===== config.mk =====
export PLATFORM = sky130hd
export DESIGN_NAME = linev_mismatch_det
export DESIGN_NICKNAME = d
export VERILOG_FILES = /design/src/rtl/lvm_pkg.sv /design/src/rtl/lvm_estimator.sv /design/src/rtl/lvm_compare.sv /design/src/rtl/lvm_persist.sv /design/src/rtl/linev_mismatch_det.sv
export SDC_FILE = /design/constraint.sdc
export NUM_CORES = 1
export LEC_CHECK = 0
export BUFFER_PORTS_ARGS = -buffer_cell sky130_fd_sc_hd__buf_2
export CAP_MARGIN = 20
export CORE_MARGIN = 4
export CORE_UTILIZATION = 50
export CTS_BUF_LIST = sky130_fd_sc_hd__clkbuf_4 sky130_fd_sc_hd__clkbuf_8 sky130_fd_sc_hd__clkbuf_16
export DETAILED_ROUTE_END_ITERATION = 8
export HOLD_SLACK_MARGIN = 0.08
export PLACE_DENSITY = 0.81
export SLEW_MARGIN = 20
export SYNTH_ARGS = -nofsm -noshare
export SYNTH_HDL_FRONTEND = slang
export SYNTH_SLANG_ARGS = --single-unit
export TNS_END_PERCENT = 30

===== constraint.sdc =====
create_clock -name clk -period 6.65 [get_ports clk]
set_clock_uncertainty 0.1 [all_clocks]
set_input_delay 0.9975 -clock clk [delete_from_list [all_inputs] [get_ports clk]]
set_output_delay 0.9975 -clock clk [all_outputs]
set_load 0.02 [all_outputs]

===== src/rtl/lvm_pkg.sv =====
package lvm_pkg;

  typedef enum logic [1:0] {
    EST_ZERO = 2'd0,
    EST_POS  = 2'd1,
    EST_NEG  = 2'd2
  } est_sel_e;

  function automatic est_sel_e est_select(input logic up_i, input logic up_j);
    est_sel_e s;
    if (up_i == up_j)  s = EST_ZERO;
    else if (up_i)     s = EST_POS;
    else               s = EST_NEG;
    return s;
  endfunction

endpackage


===== src/rtl/lvm_estimator.sv =====
module lvm_estimator
  import lvm_pkg::*;
#(
  parameter int VW = 16,
  localparam int EW = VW + 1
) (
  input  logic                 up_i,
  input  logic                 up_j,
  input  logic signed [VW-1:0] vdc,
  output logic signed [EW-1:0] vest,
  output est_sel_e             sel
);

  logic signed [EW-1:0] vdc_x;

  always_comb begin
    vdc_x = EW'(vdc);
    sel   = est_select(up_i, up_j);
    unique case (sel)
      EST_POS: vest = vdc_x;
      EST_NEG: vest = -vdc_x;
      default: vest = '0;
    endcase
  end

endmodule


===== src/rtl/lvm_compare.sv =====
module lvm_compare #(
  parameter int VW = 16,
  localparam int EW = VW + 1,
  localparam int DW = VW + 2
) (
  input  logic signed [VW-1:0] vline,
  input  logic signed [EW-1:0] vest,
  input  logic        [VW-1:0] thr,
  output logic        [DW-1:0] mag,
  output logic                 over
);

  function automatic logic [DW-1:0] abs_diff(input logic signed [VW-1:0] a,
                                             input logic signed [EW-1:0] b);
    logic signed [DW-1:0] d;
    d = DW'(a) - DW'(b);
    return d[DW-1] ? DW'(-d) : DW'(d);
  endfunction

  always_comb begin
    mag  = abs_diff(vline, vest);
    over = mag > {2'b00, thr};
  end

endmodule


===== src/rtl/lvm_persist.sv =====
module lvm_persist #(
  parameter int CW = 8
) (
  input  logic          clk,
  input  logic          rst_n,
  input  logic          clr,
  input  logic          stb,
  input  logic          over,
  input  logic [CW-1:0] lim,
  output logic          err_flag,
  output logic [CW-1:0] cnt,
  output logic          fault,
  output logic          trip
);

  localparam logic [CW-1:0] CMAX = {CW{1'b1}};

  logic [CW-1:0] cnt_nx;

  always_comb begin
    if (!over)             cnt_nx = '0;
    else if (cnt == CMAX)  cnt_nx = CMAX;
    else                   cnt_nx = cnt + 1'b1;
    trip = stb && !clr && (cnt_nx > lim);
  end

  always_ff @(posedge clk or negedge rst_n) begin
    if (!rst_n) begin
      err_flag <= 1'b0;
      cnt      <= '0;
      fault    <= 1'b0;
    end else if (clr) begin
      err_flag <= 1'b0;
      cnt      <= '0;
      fault    <= 1'b0;
    end else if (stb) begin
      err_flag <= over;
      cnt      <= cnt_nx;
      if (trip) fault <= 1'b1;
    end
  end

endmodule


===== src/rtl/linev_mismatch_det.sv =====
module linev_mismatch_det
  import lvm_pkg::*;
#(
  parameter int VW = 16,
  parameter int CW = 8,
  localparam int EW = VW + 1,
  localparam int DW = VW + 2
) (
  input  logic                 clk,
  input  logic                 rst_n,
  input  logic                 clr,
  input  logic                 smp_stb,
  input  logic                 cmd_i,
  input  logic                 cmd_j,
  input  logic signed [VW-1:0] vdc,
  input  logic signed [VW-1:0] vline,
  input  logic        [VW-1:0] thr,
  input  logic        [CW-1:0] run_lim,
  output logic                 err_flag,
  output logic                 fault
);

  logic signed [EW-1:0] vest;
  est_sel_e             est_sel;
  logic        [DW-1:0] err_mag;
  logic                 mis;
  logic        [CW-1:0] run_cnt;
  logic                 trip;

  lvm_estimator #(.VW(VW)) u_est (
    .up_i (cmd_i),
    .up_j (cmd_j),
    .vdc  (vdc),
    .vest (vest),
    .sel  (est_sel)
  );

  lvm_compare #(.VW(VW)) u_cmp (
    .vline (vline),
    .vest  (vest),
    .thr   (thr),
    .mag   (err_mag),
    .over  (mis)
  );

  lvm_persist #(.CW(CW)) u_run (
    .clk      (clk),
    .rst_n    (rst_n),
    .clr      (clr),
    .stb      (smp_stb),
    .over     (mis),
    .lim      (run_lim),
    .err_flag (err_flag),
    .cnt      (run_cnt),
    .fault    (fault),
    .trip     (trip)
  );

endmodule


==> reports/summary.txt <==
===========================================================================================
Outcome ...................................................................... finished, violations left
Violated checks .............................................................. negative setup slack
Number of antenna diodes .....................................................            0
DR DRC count .................................................................            0
Overall power of the completed layout ........................................    0.6336 mW
Worst-case headroom to the max-slew limit ....................................       0.6031
Fraction of synthesized cell area taken by the top area cell type ............       0.1863
Most repeated cell in the gate-level netlist after synthesis ................. sky130_fd_sc_hd__ha_1
Cell type with the largest total area after synthesis ........................ sky130_fd_sc_hd__ha_1
Post-Syn Area per Cell .......................................................  7.498 sq um
Async set or reset register ratio after synthesis ............................        1.000
Hold/Removal Path Class ...................................................... register to register
LEAKAGE ......................................................................     2.140 nW
Synthesized Nets .............................................................          541
Hold Path Sink ...............................................................  u_run.fault
Final Hold Vio Count .........................................................            0
Combined global-route utilization of all metal layers ........................       0.2413
Number of placement rows .....................................................           28
Die Outline Area .............................................................   7798 sq um
Area Overhead vs Synth .......................................................       42.65%
Time the final worst path needs with I/O delays and setup ....................      7048 ps
Setup-violating endpoint count in the final report ...........................            1
Detailed Route WL ............................................................ 9286 microns
Synthesis Warnings ...........................................................            0
Proportion of synthesized chip area in sequential cells ......................      0.07761
Kind of start point of the critical path .....................................   input port
Number of distinct standard cells referenced by the synthesized netlist ......           60
Commonest cells in the netlist ............................................... sky130_fd_sc_hd__ha_1, sky130_fd_sc_hd__inv_1, sky130_fd_sc_hd__a21oi_1, sky130_fd_sc_hd__xnor2_1
Clock Tree Root .............................................................. sky130_fd_sc_hd__clkbuf_8
Count of final max-slew check failures .......................................            0
Number of nets in the layout .................................................          700
Instance area at placement ...................................................   4468 sq um
Vertical extent of the die ................................................... 88.31 microns
Design area ..................................................................   4599 sq um
Placer Congestion ............................................................       0.8233
Max-capacitance violation count ..............................................            0
Post-DR vias/cell ............................................................        5.716
Buffers on Ports .............................................................           63
Ys flop type ................................................................. sky130_fd_sc_hd__dfrtp_1
Launch point of the worst reg-to-reg path .................................... u_run.cnt[0]
Worst min-delay path startpoint ..............................................  u_run.fault
Post-synth EDFFs .............................................................            0
Fraction of final layout cells with drive strength greater than 1 ............       0.3867
Clock slew at the register clock pins of the worst setup and hold paths ......        50 ps
Total power divided by cell area ............................................. 137.8 nW/um^2
Data arrival time of the worst path ..........................................      7070 ps
Clock insertion delay at the later pin of the skew report ....................       240 ps
Clock buffer count from CTS ..................................................            3
Routed Antenna Nets ..........................................................            0
Pre-antenna DRT Iters ........................................................            4
Maximum clock frequency ......................................................    141.9 MHz
Standard cell core area ......................................................   6096 sq um
Pin slew with the least headroom to its limit ................................     591.4 ps
Number of cells on the worst hold path .......................................            2
Overflow after GRT ...........................................................            0
First-pass GRT wire length ................................................... 15,680 microns
Antenna violations before repair .............................................            0
Buffering stage count on the worst path with inverters included ..............            2
Number of clock sinks ........................................................           10
Required time reported for the critical path endpoint ........................      6670 ps
Initial core utilization .....................................................       0.5289
Worst setup slack after layout ...............................................    -398.1 ps
Vias in the first global route ...............................................        3,798
Flip-flop and latch count after synthesis ....................................           10
Vias post-DR .................................................................        3,784
TritonCTS clock tree .........................................................         done
Number of design-rule violations left by the first detailed-router iteration .           97
Classification of the worst setup path ....................................... input port to register
Setup_tns ....................................................................    -398.1 ps
Crit path capture type .......................................................     register
Routed length per placed instance ............................................ 14.03 microns
CP max-delay cell ............................................................ sky130_fd_sc_hd__or4_4
Number of cells after detailed placement .....................................          658
Setup repair after global routing missed its margin ..........................          yes
Synthesized instance count ...................................................          430
Delay of the slowest cell on the worst path ..................................       580 ps
Overall die width ............................................................ 88.31 microns
Quantity of hold-fixing buffers added after cts ..............................            0
Worst R2R Path Depth .........................................................           14
Worst supply voltage drop on vdd .............................................  0.0001248 V
Reg-to-reg critical path endpoint ............................................  u_run.fault
Final instance count without filler cells ....................................          662
Count of boundary I/O pins ...................................................           64
Largest fanout on the critical path ..........................................            5
Register-to-register setup slack .............................................      3460 ps
Synthesized area .............................................................   3224 sq um
Kind of cell adding the most delay to the critical path ...................... compound AO/OA/AOI/OAI gates
Maximum number of pins on one net before global-route repair .................           22
Leading cell types by total area after synthesis ............................. sky130_fd_sc_hd__ha_1, sky130_fd_sc_hd__dfrtp_1, sky130_fd_sc_hd__xnor2_1, sky130_fd_sc_hd__a21oi_1, sky130_fd_sc_hd__inv_1
Clock tree buffer depth ......................................................            2
HPWL reported at the end of detailed placement ............................... 7946 microns
# H-tree levels ..............................................................            1
Crit share post-route ........................................................        1.060
===========================================================================================
==> worst reg2reg max path, stage by stage, from the launching register on <==
cell	delay, ps
sky130_fd_sc_hd__dfrtp_1	400
sky130_fd_sc_hd__ha_1	240
sky130_fd_sc_hd__and3_1	230
sky130_fd_sc_hd__and2_1	210
sky130_fd_sc_hd__nand4_1	340
sky130_fd_sc_hd__nor2b_1	280
sky130_fd_sc_hd__nor2_1	90
sky130_fd_sc_hd__ha_1	220
sky130_fd_sc_hd__and3_1	160
sky130_fd_sc_hd__nor2b_1	130
sky130_fd_sc_hd__o31a_1	250
sky130_fd_sc_hd__o21ai_1	130
sky130_fd_sc_hd__nand2_1	70
sky130_fd_sc_hd__a31oi_1	170
sky130_fd_sc_hd__nor2_1	50
==> layout by cell type (no fill, tap or decap), types with 4 or more instances in the layout <==
| cell type | n |
|---|---|
| sky130_fd_sc_hd__dfrtp_1 | 10 |
| sky130_fd_sc_hd__o2111ai_1 | 4 |
| sky130_fd_sc_hd__a211oi_1 | 4 |
| sky130_fd_sc_hd__buf_4 | 109 |
| sky130_fd_sc_hd__nor2_1 | 20 |
| sky130_fd_sc_hd__or3_1 | 9 |
| sky130_fd_sc_hd__xnor2_1 | 26 |
| sky130_fd_sc_hd__a21o_1 | 13 |
| sky130_fd_sc_hd__mux2i_1 | 4 |
| sky130_fd_sc_hd__nor3_1 | 9 |
| sky130_fd_sc_hd__nand3_1 | 13 |
| sky130_fd_sc_hd__a2111oi_4 | 5 |
| sky130_fd_sc_hd__and3_1 | 7 |
| sky130_fd_sc_hd__o21a_1 | 5 |
| sky130_fd_sc_hd__or2_2 | 14 |
| sky130_fd_sc_hd__nor2b_1 | 6 |
| sky130_fd_sc_hd__nor3_2 | 5 |
| sky130_fd_sc_hd__a31oi_1 | 4 |
| sky130_fd_sc_hd__o21ai_0 | 15 |
| sky130_fd_sc_hd__nand2b_1 | 9 |
| sky130_fd_sc_hd__inv_1 | 38 |
| sky130_fd_sc_hd__ha_1 | 45 |
| sky130_fd_sc_hd__buf_2 | 63 |
| sky130_fd_sc_hd__nand2_1 | 19 |
| sky130_fd_sc_hd__xor2_1 | 8 |
| sky130_fd_sc_hd__a32oi_1 | 5 |
| sky130_fd_sc_hd__nand4_1 | 8 |
| sky130_fd_sc_hd__and4_1 | 4 |
| sky130_fd_sc_hd__a21oi_1 | 28 |
| sky130_fd_sc_hd__and2_1 | 5 |
| sky130_fd_sc_hd__a22oi_1 | 10 |
==> sequential cells by signal, summed over array words and instances (netlist names) <==
| register | cells |
|---|---|
| u_run.cnt | 8 |
| u_run.err_flag | 1 |
| u_run.fault | 1 |
==> cell families (layout without fill, tap and decap cells) <==
| logic type | count (synthesis) | in the layout | share of synthesized area |
|---|---|---|---|
| simple gates | 147 | 147 | 0.2515 |
| compound gates | 130 | 130 | 0.3031 |
| buf+inv | 56 | 213 | 0.07063 |
| fa+ha+maj | 49 | 49 | 0.1925 |
| xor+xnor | 34 | 34 | 0.09236 |
| flops | 10 | 10 | 0.07761 |
| mux | 4 | 4 | 0.01242 |
==> cell type report <==
| type | instances | area, sq um |
|---|---|---|
| fillers | 469 | 1496 |
| repair buffers | 172 | 1134 |
| clock buffers | 3 | 41.29 |
| multi-input cells | 364 | 2938 |
| flip-flops and latches | 10 | 250.2 |
| well taps | 75 | 93.84 |
| inverters | 38 | 142.6 |
==> report_power, final <==
group          switching (mW)  leakage, nW  total [mW]  internal (mW)
sequential            0.00257        0.138      0.0666         0.0640
clock                  0.0233       0.0216      0.0629         0.0396
combinational           0.254         1.98       0.504          0.250
total                   0.280         2.14       0.634          0.354
==> what timing repair did <==
action,4_1_cts,5_1_grt
endpoints found under the setup margin,1,1
pin swaps,9,3
resized for setup,12,7
setup buffers,1,0
cloned,0,0
==> stage by stage <==
| stage | setup WS [ps] | utilization | hold WS [ps] |
|---|---|---|---|
| after CTS | -363.5 | 0.7496 | 412.0 |
| after global routing | -772.1 | 0.7545 | 450.8 |
| after floorplan | -377.5 | - | 435.6 |
| after global placement | -420.1 | 0.7330 | 379.5 |
| after detailed placement | -680.9 | 0.7330 | 405.8 |
| final | -398.1 | 0.7545 | 404.6 |
==> layer usage <==
layer  routed length [microns]  track usage
met1                      3917       0.2709
met2                      4902       0.4861
met3                       335      0.02421
met4                       131      0.04533
met5                         0            0
==> how the worst max path moves through the flow <==
stage | from | end | slack, ps | cells after the start
floorplan | vdc[3] | u_run.fault | -380 | 35
global placement | vdc[3] | u_run.fault | -420 | 33
detailed placement | vdc[3] | u_run.fault | -680 | 31
CTS | vdc[6] | u_run.fault | -360 | 32
global route | vdc[6] | u_run.fault | -770 | 33
finish | vdc[6] | u_run.fault | -400 | 32
(Power assumes the default switching activity.)
